===== config.mk =====
export PLATFORM = sky130hd
export DESIGN_NAME = addr_watch_unit
export DESIGN_NICKNAME = d
export VERILOG_FILES = /design/src/rtl/awu_pkg.sv /design/src/rtl/awu_ctrl.sv /design/src/rtl/awu_datapath.sv /design/src/rtl/addr_watch_unit.sv
export SDC_FILE = /design/constraint.sdc
export NUM_CORES = 1
export LEC_CHECK = 0
export ABC_AREA = 1
export ABC_CLOCK_PERIOD_IN_PS = 1400
export BUFFER_PORTS_ARGS = -buffer_cell sky130_fd_sc_hd__buf_2
export CORE_ASPECT_RATIO = 1.2
export CORE_MARGIN = 2
export CORE_UTILIZATION = 51
export CTS_CLUSTER_DIAMETER = 50
export CTS_CLUSTER_SIZE = 28
export DETAILED_ROUTE_END_ITERATION = 12
export PLACE_DENSITY = 0.77
export REMOVE_ABC_BUFFERS = 1
export SYNTH_ARGS = -nofsm -noshare
export SYNTH_HDL_FRONTEND = slang
export SYNTH_SLANG_ARGS = --single-unit

===== constraint.sdc =====
create_clock -name clk -period 1.4 [get_ports clk]
set_input_delay 0.28 -clock clk [delete_from_list [all_inputs] [get_ports clk]]
set_output_delay 0.28 -clock clk [all_outputs]
set_load 0.02 [all_outputs]

===== src/rtl/awu_pkg.sv =====
package awu_pkg;
  localparam logic [7:0] OFF_CTRL  = 8'h50;
  localparam logic [7:0] OFF_POINT = 8'h58;
  localparam logic [7:0] OFF_MASK  = 8'h5C;
  localparam int unsigned STAT_BIT = 8;
  localparam int unsigned BRK_BIT  = 0;

  typedef struct packed {
    logic wrPoint;
    logic wrMask;
    logic wrCtrl;
    logic clrStatus;
    logic selPoint;
    logic selMask;
    logic selCtrl;
  } awuStrobes_t;
endpackage


===== src/rtl/awu_ctrl.sv =====
module awu_ctrl
  import awu_pkg::*;
#(
  parameter int unsigned REG_AW = 8,
  parameter int unsigned ADDR_W = 32
) (
  input  logic              dbgMode,
  input  logic              regWrEn,
  input  logic [REG_AW-1:0] regAddr,
  input  logic [ADDR_W-1:0] regWdata,
  output awuStrobes_t       strobes
);
  localparam logic [REG_AW-1:0] A_CTRL  = REG_AW'(OFF_CTRL);
  localparam logic [REG_AW-1:0] A_POINT = REG_AW'(OFF_POINT);
  localparam logic [REG_AW-1:0] A_MASK  = REG_AW'(OFF_MASK);

  logic hitCtrl, hitPoint, hitMask;

  always_comb begin
    hitCtrl  = (regAddr == A_CTRL);
    hitPoint = (regAddr == A_POINT);
    hitMask  = (regAddr == A_MASK);

    strobes.selCtrl   = hitCtrl;
    strobes.selPoint  = hitPoint;
    strobes.selMask   = hitMask;
    // configuration writes land only in debug mode
    strobes.wrPoint   = regWrEn & hitPoint & dbgMode;
    strobes.wrMask    = regWrEn & hitMask & dbgMode;
    strobes.wrCtrl    = regWrEn & hitCtrl;
    strobes.clrStatus = regWrEn & hitCtrl & regWdata[STAT_BIT];
  end
endmodule


===== src/rtl/awu_datapath.sv =====
module awu_datapath
  import awu_pkg::*;
#(
  parameter int unsigned ADDR_W = 32
) (
  input  logic              clk,
  input  logic              rstFuncN,
  input  logic              trstN,
  input  awuStrobes_t       strobes,
  input  logic [ADDR_W-1:0] regWdata,
  output logic [ADDR_W-1:0] regRdata,
  input  logic              memValid,
  input  logic [ADDR_W-1:0] memAddr,
  output logic              statusQ,
  output logic              breakEnQ
);
  logic [ADDR_W-1:0] watchPoint;
  logic [ADDR_W-1:0] watchMask;
  logic [ADDR_W-1:0] bitOk;
  logic              addrMatch;
  logic              hitQ;

  // configuration: test-reset domain
  always_ff @(posedge clk or negedge trstN) begin
    if (!trstN) begin
      watchPoint <= '0;
      watchMask  <= '0;
      breakEnQ   <= 1'b0;
    end else begin
      if (strobes.wrPoint) watchPoint <= regWdata;
      if (strobes.wrMask)  watchMask  <= regWdata;
      if (strobes.wrCtrl)  breakEnQ   <= regWdata[BRK_BIT];
    end
  end

  // per-bit masked comparison
  for (genvar b = 0; b < ADDR_W; b++) begin : g_cmp
    assign bitOk[b] = watchMask[b] | ~(memAddr[b] ^ watchPoint[b]);
  end
  assign addrMatch = &bitOk;

  // hit pipeline stage: functional-reset domain
  always_ff @(posedge clk or negedge rstFuncN) begin
    if (!rstFuncN) hitQ <= 1'b0;
    else           hitQ <= memValid & addrMatch;
  end

  // sticky status: test-reset domain, hit beats clear
  always_ff @(posedge clk or negedge trstN) begin
    if (!trstN)            statusQ <= 1'b0;
    else if (hitQ)         statusQ <= 1'b1;
    else if (strobes.clrStatus) statusQ <= 1'b0;
  end

  always_comb begin
    regRdata = '0;
    if (strobes.selPoint) regRdata = watchPoint;
    else if (strobes.selMask) regRdata = watchMask;
    else if (strobes.selCtrl) begin
      regRdata[STAT_BIT] = statusQ;
      regRdata[BRK_BIT]  = breakEnQ;
    end
  end
endmodule


===== src/rtl/addr_watch_unit.sv =====
module addr_watch_unit
  import awu_pkg::*;
#(
  parameter int unsigned ADDR_W = 32,
  parameter int unsigned REG_AW = 8
) (
  input  logic              clk,
  input  logic              rstFuncN,
  input  logic              trstN,
  input  logic              dbgMode,
  input  logic              regWrEn,
  input  logic [REG_AW-1:0] regAddr,
  input  logic [ADDR_W-1:0] regWdata,
  output logic [ADDR_W-1:0] regRdata,
  input  logic              memValid,
  input  logic [ADDR_W-1:0] memAddr,
  output logic              hitFlag,
  output logic              haltReq
);
  awuStrobes_t strobes;
  logic        statusQ;
  logic        breakEnQ;

  awu_ctrl #(.REG_AW(REG_AW), .ADDR_W(ADDR_W)) ctrl_i (
    .dbgMode (dbgMode),
    .regWrEn (regWrEn),
    .regAddr (regAddr),
    .regWdata(regWdata),
    .strobes (strobes)
  );

  awu_datapath #(.ADDR_W(ADDR_W)) dp_i (
    .clk     (clk),
    .rstFuncN(rstFuncN),
    .trstN   (trstN),
    .strobes (strobes),
    .regWdata(regWdata),
    .regRdata(regRdata),
    .memValid(memValid),
    .memAddr (memAddr),
    .statusQ (statusQ),
    .breakEnQ(breakEnQ)
  );

  assign hitFlag = statusQ;
  assign haltReq = statusQ & breakEnQ;
endmodule


; ---- After elaboration in Yosys (flattened, before gate mapping)
; Cells that the tools add are included.
[word_totals]
register_bits = 67
in_bits = 78
[classes]
eq_ne = 3
n_mux = 9
n_bitwise = 104
n_reduce_logical = 2
[ops]
columns = operator, n
row1 = $mux W32, 1
row2 = $not A1 Y1, 32
row3 = $or A1 B1 Y1, 32
row4 = $reduce_and A32 Y1, 1
row5 = $xor A1 B1 Y1, 32
row6 = $eq A8 B7 Y1 const B, 3
row7 = $mux W23, 1
row8 = $and A1 B1 Y1, 8
row9 = $mux W7, 1
row10 = $mux W1, 6
row11 = $reduce_bool A2 Y1, 1

; ---- Logic depth before layout (Yosys ltp)
; Gate-level depths: netlist of the first run.
[depth]
depth_word = 5
ltp_mapped = 9

; ---- By module
; A second synthesis of the first run with hierarchy kept.
[hier_totals]
cells_unflattened = 493
hier_area_um2 = 3599.7
[modules_own_cells]
columns = mod, instances, cells_per_inst, area_each_um2
row1 = awu_datapath, 1, 459, 3410.8
row2 = awu_ctrl, 1, 32, 181.4
row3 = addr_watch_unit, 1, 2, 7.5

; ---- Worst setup path before layout of the first run
; OpenSTA, ideal clock, no wires.
[synth_timing]
path_kind = input-to-output
start = in regAddr[1]
end = out regRdata[10]
arrival_time_ns = 1.292
path_slack_ns = -0.172
path_stages = 6
n_path_buf = 1
path_cell_list = nor2_4 > nand2_1 > nor2_1 > nand2_2 > clkbuf_1 > o22ai_1
[synth_between]
elab_chain_len = 3
[synth_rtl]
columns = element, line_no
row1 = "start, declared", addr_watch_unit.sv:12  ; input logic [REG_AW-1:0] regAddr,
row2 = $eq A8 B7 Y1, awu_ctrl.sv:22  ; hitMask = (regAddr == A_MASK);
row3 = $mux W23, awu_datapath.sv:58  ; else if (strobes.selMask) regRdata = watchMask;
row4 = $mux W32 *, awu_datapath.sv:57  ; if (strobes.selPoint) regRdata = watchPoint;
row5 = "end, declared", addr_watch_unit.sv:14  ; output logic [ADDR_W-1:0] regRdata,
; Mark *: on every way between the ends. The rest lies on a longest branch, timed or not.

; ---- Final worst setup path of the first run
[layout_timing]
start = in regAddr[7]
end = out regRdata[7]
[layout_between]
elab_chain_len = 3
[layout_rtl]
columns = element, line_no
row1 = $eq A8 B7 Y1, awu_ctrl.sv:22
row2 = $mux W7, awu_datapath.sv:58
row3 = $mux W32 *, awu_datapath.sv:57
; Marked as above.

==> results of run 1 <==
## area by class of cell
cell class	instances	area [um2]
Timing Repair Buffer	133	1070
Clock buffer	11	151
Multi-Input combinational cell	299	1580
Tap cell	87	109
Sequential cell	67	1680
Fill cell	522	1800
Clock inverter	4	73.8
Inverter	91	354
## where the power goes
| group | internal (mW) | leakage [nW] | switching (mW) |
|---|---|---|---|
| logic | 0.217 | 2.01 | 0.295 |
| registers | 2.03 | 0.624 | 0.0474 |
| clock network | 1.09 | 0.115 | 0.751 |
## Yosys cell counts (4+ instances only)
cell / number / area (um2)
a21oi_1: 7 / 35.0
buf_4: 6 / 45.0
buf_6: 6 / 67.6
clkbuf_1: 4 / 15.0
dfrtp_1: 67 / 1680
inv_1: 90 / 338
nand2_1: 134 / 503
nand3_1: 19 / 95.1
nor2_1: 22 / 82.6
o21ai_0: 14 / 70.1
o21ai_1: 58 / 290
o22ai_1: 30 / 188
## metrics by stage
step                      hold WS, ns  TNS [ns]  cell area, um2  worst slack (ns)  power, mW
after floorplan               -0.0156    -24.76            3430            -0.347       2.33
after global placement         0.0553    -12.34            4310            -0.227       2.56
after detailed placement       0.0610    -14.15            4310            -0.242       2.58
after global routing            0.158     -8.67            5010            -0.264       4.62
after CTS                       0.139     -5.56            4800            -0.206       4.44
final                           0.161     -4.70            5010            -0.193       4.43
## worst min-delay path: stages
cell and delay, ns:
buf_2 0.08, nand2_1 0.04, o21ai_1 0.06
## worst min path at each step
stage,endpoint,start,cells past startpoint,slack [ns]
5_1_grt,dp_i.watchPoint[18],regWdata[18],3,0.16
6_report,dp_i.watchMask[22],regWdata[22],3,0.16
4_1_cts,dp_i.watchMask[2],regWdata[2],3,0.14
3_3_place_gp,dp_i.hitQ,rstFuncN,1,0.06
2_1_floorplan,dp_i.breakEnQ,trstN,0,-0.02
3_5_place_dp,dp_i.hitQ,rstFuncN,1,0.06
## per-layer routing
layer,vias to the layer above,track usage,wire [um]
met4,0,0.100,290
met1,1682,0.315,4080
met5,-,0,0
met3,25,0.0407,583
met2,139,0.423,4870
li1,1757,-,-
## state kept, by name, summed over array words and instances (netlist names)
name	flops
dp_i.watchMask	32
dp_i.watchPoint	32
dp_i.breakEnQ	1
dp_i.hitQ	1
dp_i.statusQ	1
## cells by family (layout without fill, tap and decap cells)
family	Yosys count	in the layout	synth area share
flops	67	67	0.470
buf+inv	109	239	0.134
simple gates	183	183	0.217
compound gates	113	113	0.172
xor+xnor	3	3	0.00736
## what timing repair did
item / CTS / global route
gates cloned: 0 / 5
pin swaps: 0 / 1
hold endpoints to repair: 67 / 0
endpoints found under the setup margin: 32 / 64
resized for setup: 63 / 29
buffers inserted: 1 / 1
hold buffers: 2 / 0
==> results.md, run 1 <==
- Most frequent cells in the layout: 129 x nand2_1, 89 x inv_1, 76 x buf_2, 67 x dfrtp_1, 60 x o21ai_1
- Crit. path cell count: 8
- # diodes: 0
- EDFF count, synth: 0
- Final setup margin: -0.193 ns
- Initial core utilization: 0.524
- Worst Skew: 0.00788 ns
- RSZ-0062 raised after global routing: true
- Via count: ~3600
- Overflow after GRT: 0
- Routability cong.: approximately 0.8
- Hold Fails Final Rpt: 0
- Starting DRT DRC Count: roughly 200
- Final period utilization: 1.14
- Seq/Total Area, Yosys: 0.470
- Post-DR vias/cell: around 5.2
- First-pass GRT wire length: around 15000 um
- Status: finished with violations
- Setup CP Type: input port to output pin
- Routed Antenna Nets: 0
- Pleak: roughly 2.8 nW
- Fmax: 0.628 GHz
- R2R setup slack: about 0.17 ns
- Critical Path Slowest Stage Cell: buf_12
- Synthesized area: ~3600 um2
- Worst Path Required: 1.12 ns
- Die width: 80.4 um
- Relative slew slack: 0.748
- GRT Util Overall: 0.248
- CP top delay family: buffers and inverters
- Critical Path AT: between 1 and 1.5 ns
- Unique cell type count in the Yosys netlist: 24
- Max incr delay on CP: 0.20 ns
- Max VDD drop: 0.542 mV
- #FFs+latches synth: 67
- H-tree depth: 3
- Max Cap Viol: 0
- Area grow syn2layout: 40.5%
- Number of buffers created by CTS: 9
- Final Core Density: 0.736
- Clk_lat worst skew: between 0.3 and 0.4 ns
- Ratio of cells with drive above 1 in the final layout: 0.299
- Cells after synthesis: between 400 and 500
- Die Ht: 95.6 um
- Buffers on Ports: 111
- Startpoint types: input port
- Root Driver: clkbuf_8
- Sinks on Clock Net: between 60 and 70
- Die area: between 7000 and 8000 um2
- RR Endpoint: dp_i.hitQ
- R2R cell count: 5
- Drt drc: 0
- Hold Crit Class: input port to register
- Most used DFF post-synth: dfrtp_1
- Vias in the first global route: around 3300
- Most common cell after layout, fill and taps aside: nand2_1
- Crit path cell chain: buf_6 -> nor2_4 -> nand3_2 -> inv_2 -> nand4_4 -> buf_12 -> o22ai_1 -> buf_4
- Dpl hpwl: approximately 6100 um
- FFs w/ async S/R, synth: 1.00
- Core ar.: roughly 6800 um2
- CP Launch Point: regAddr[7]
- Fin. max-slew vios: 0
- Buffer depth of the longest clock path: 2
- Row cnt: 33
- WP buf/inv: 4
- Nets: between 600 and 700
- Yosys Warn Count: 0
- Failing checks: setup timing
- Critical Path Sink: regRdata[7]
- Placed insts: roughly 670
- Mapped Avg Cell Area: about 7.5 um2
- Crit path max fanout: 16
- Non-Filler Instances: slightly below 700
- Antenna violations before repair: 0
- Setup-failing EPs final: 32
- DR pass1 iterations: 6
- CP Capture Type: output pin
- Reg-to-Reg Start: dp_i.watchPoint[13]
- Largest net degree at the start of global routing: 67
- TritonCTS clock tree: done
- Io pins: roughly 110
- Slew @ Worst Pin: ~0.38 ns
- Final Critical Period: 1.59 ns
- CTS clk-pin slew, worst paths: 0.08 ns
- Avg WL per Cell: 14.2 um
- Pwr Density: around 880 nW/um2
- Final Routed Wirelength: between 9000 and 10000 um
Note: power is estimated with default switching activity, not from simulation.
==> run 2: changes to the inputs <==
SYNTH_HIERARCHICAL = 1   (was unset)
==> run 2 against run 1 <==
  * The flow still finishes with violations (setup timing)
  * Non-clock buffer count up 13
  * Largest power group unchanged
  * Utilization grew 4.7 points
  * Critical path type unchanged
  * Clock power down 12%
  * Worst setup slack worse by 0.092 ns
  * Via count increased by 5.4%
  * Largest cell class is now multi-input gates
==> results.md, run 2 <==
- Status: finished with violations
- Failing checks: setup timing
- Final period utilization: 1.20
- Total power: 4.29 mW
- Combinational share of power: 0.139
- Relative slew slack: 0.642
- Die area: 7750 um2
- Io pins: roughly 110
- Top flop regs: dp_i/watchMask (32), dp_i/watchPoint (32)
- Via count: ~3800
- Critical Path AT: between 1 and 1.5 ns
- Seq/Total Area, Yosys: 0.466
- CP Capture Type: output pin
- Row cnt: 33
- Most frequent cells in the layout: 117 x nand2_1, 82 x inv_1, 75 x buf_2, 67 x dfrtp_1, 42 x o21ai_0
- Initial core utilization: 0.525
- Dpl hpwl: 6640 um
- Crit path max fanout: 17
- Clk_lat worst skew: ~0.34 ns
- Psw: 1.10 mW
- Synth cell count leaders: 129 x nand2_1, 82 x inv_1, 71 x o21ai_0
- R2R setup slack: 0.24 ns
- Sw frac: 0.256
- DP Area: between 4000 and 5000 um2
- Synth top area share: 0.466
- Drt drc: 0
- Yosys top cell by area: dfrtp_1
- Final setup margin: -0.286 ns
- Top cells by area, synth: dfrtp_1 47%, nand2_1 13%, o21ai_0 9.9%, inv_1 8.6%, o22ai_1 5.2%
- Synthesized area: ~3600 um2
- Die Ht: about 96 um
- Ratio of cells with drive above 1 in the final layout: 0.369
- Vias in the first global route: 3623
- Most common cell after layout, fill and taps aside: nand2_1
- Buffer depth of the longest clock path: 2
- TritonCTS clock tree: done
- Antenna violations before repair: 1
- Worst Skew: about 0.0064 ns
- GRT Util Overall: 0.274
- Pleak: roughly 2.8 nW
- Starting DRT DRC Count: between 200 and 300
- Non-Filler Instances: 719
- Hold Fails Final Rpt: 0
- Routability cong.: 0.851
- Placed insts: just under 700
- Die width: 80.7 um
- Max Cap Viol: 0
- Buffers on Ports: around 110
- Area grow syn2layout: 49.0%
- DR pass1 iterations: 5
- Max VDD drop: a little over 0.7 mV
- Pint: 3.19 mW
- Sequential power share: 0.486
- CTS clk-pin slew, worst paths: ~0.070 ns
- Final Critical Period: 1.69 ns
- Unique cell type count in the Yosys netlist: 23
- Hold Crit Class: input port to register
- Pre-CTS WS: -0.350 ns
- Yosys Warn Count: 6
- Core ar.: between 6000 and 7000 um2
- Setup CP Type: input port to output pin
- Avg WL per Cell: ~15 um
- Top-count cell post-synth: nand2_1
- Final Core Density: 0.783
- Startpoint types: input port
- Setup-failing EPs final: 51
- RSZ-0062 raised after global routing: true
- Slew @ Worst Pin: around 0.54 ns
- Final instance area: ~5400 um2
- Nets: 705
- EDFF count, synth: 0
- #FFs+latches synth: 67
- Fmax: approximately 0.59 GHz
- Routed Antenna Nets: 0
- Worst Path Required: roughly 1.1 ns
- First-pass GRT wire length: 16300 um
- Cells after synthesis: 493
- Mapped Avg Cell Area: ~7.3 um2
- Largest net degree at the start of global routing: 35
- Most used DFF post-synth: dfrtp_1
- Overflow after GRT: 0
- FFs w/ async S/R, synth: 1.00
- Pwr Density: about 800 nW/um2
- Sinks on Clock Net: 67
- TNS Setup: -8.13 ns
- H-tree depth: 3
- Number of buffers created by CTS: 9
- Clock power share: 0.376
- Fin. max-slew vios: 0
- Min Hold Slack: about 0.16 ns
- Post-DR vias/cell: roughly 5.3
- Final Routed Wirelength: approximately 11000 um
- Root Driver: clkbuf_8
-- run 2: layout make-up --
cell class / instances / area (um2)
antenna: 1 / 2.50
clock buffer: 13 / 159
clock inverter: 2 / 35.0
fill: 441 / 1490
inverter: 98 / 370
multi-input combinational: 305 / 1770
sequential: 67 / 1680
tap: 87 / 109
timing repair buffer: 146 / 1240
-- run 2: cell families after synthesis --
family / after synthesis / share of synthesized area
simple gates: 189 / 0.221
buf+inv: 121 / 0.134
compound gates: 112 / 0.169
flops: 67 / 0.466
xor+xnor: 3 / 0.00730
mux: 1 / 0.00313
-- run 2: path summary, 6_finish.rpt --
| kind | from | to | cells after the start |
|---|---|---|---|
| worst max-delay path | regAddr[7] | regRdata[8] | 8 |
| worst min-delay path | regWdata[9] | dp_i/watchPoint[9] | 3 |
| worst max register to register | dp_i/watchPoint[0] | dp_i/hitQ | 5 |
| worst min register to register | dp_i/hitQ | dp_i/statusQ | 1 |
| max in group asynchronous | trstN | dp_i/watchMask[4] | 3 |
| min in group asynchronous | rstFuncN | dp_i/hitQ | 2 |
-- run 2: worst max-delay path, cell delays in order --
cell and delay, ns:
buf_8 0.10, nor2_4 0.16, nand3_4 0.11, nor2_4 0.16, nand2_4 0.11, buf_12 0.17, o221ai_2 0.13, buf_4 0.17
-- run 2: power groups by stage --
stage / combinational [mW] / clock (mW) / sequential, mW
after CTS: 0.552 / 1.63 / 2.08
after global routing: 0.658 / 1.72 / 2.09
final: 0.594 / 1.61 / 2.08
after floorplan: 0.224 / 0 / 2.10
after detailed placement: 0.496 / 0 / 2.11
after global placement: 0.481 / 0 / 2.11
-- run 2: per-layer routing --
| metal | GRT usage | wire length [um] | up-vias |
|---|---|---|---|
| met3 | 0.0394 | 613 | 30 |
| met5 | 0 | 0 | - |
| met1 | 0.338 | 4300 | 1795 |
| met4 | 0.127 | 330 | 0 |
| met2 | 0.474 | 5720 | 153 |
| li1 | - | - | 1819 |
-- run 2: repair_timing --
| item | in CTS | in global routing |
|---|---|---|
| endpoints found under the setup margin | 32 | 36 |
| resized for setup | 84 | 72 |
| pin swaps | 6 | 7 |
| hold buffers | 2 | 0 |
| buffers inserted | 4 | 4 |
| gates cloned | 2 | 3 |
| hold endpoints to repair | 16 | 0 |
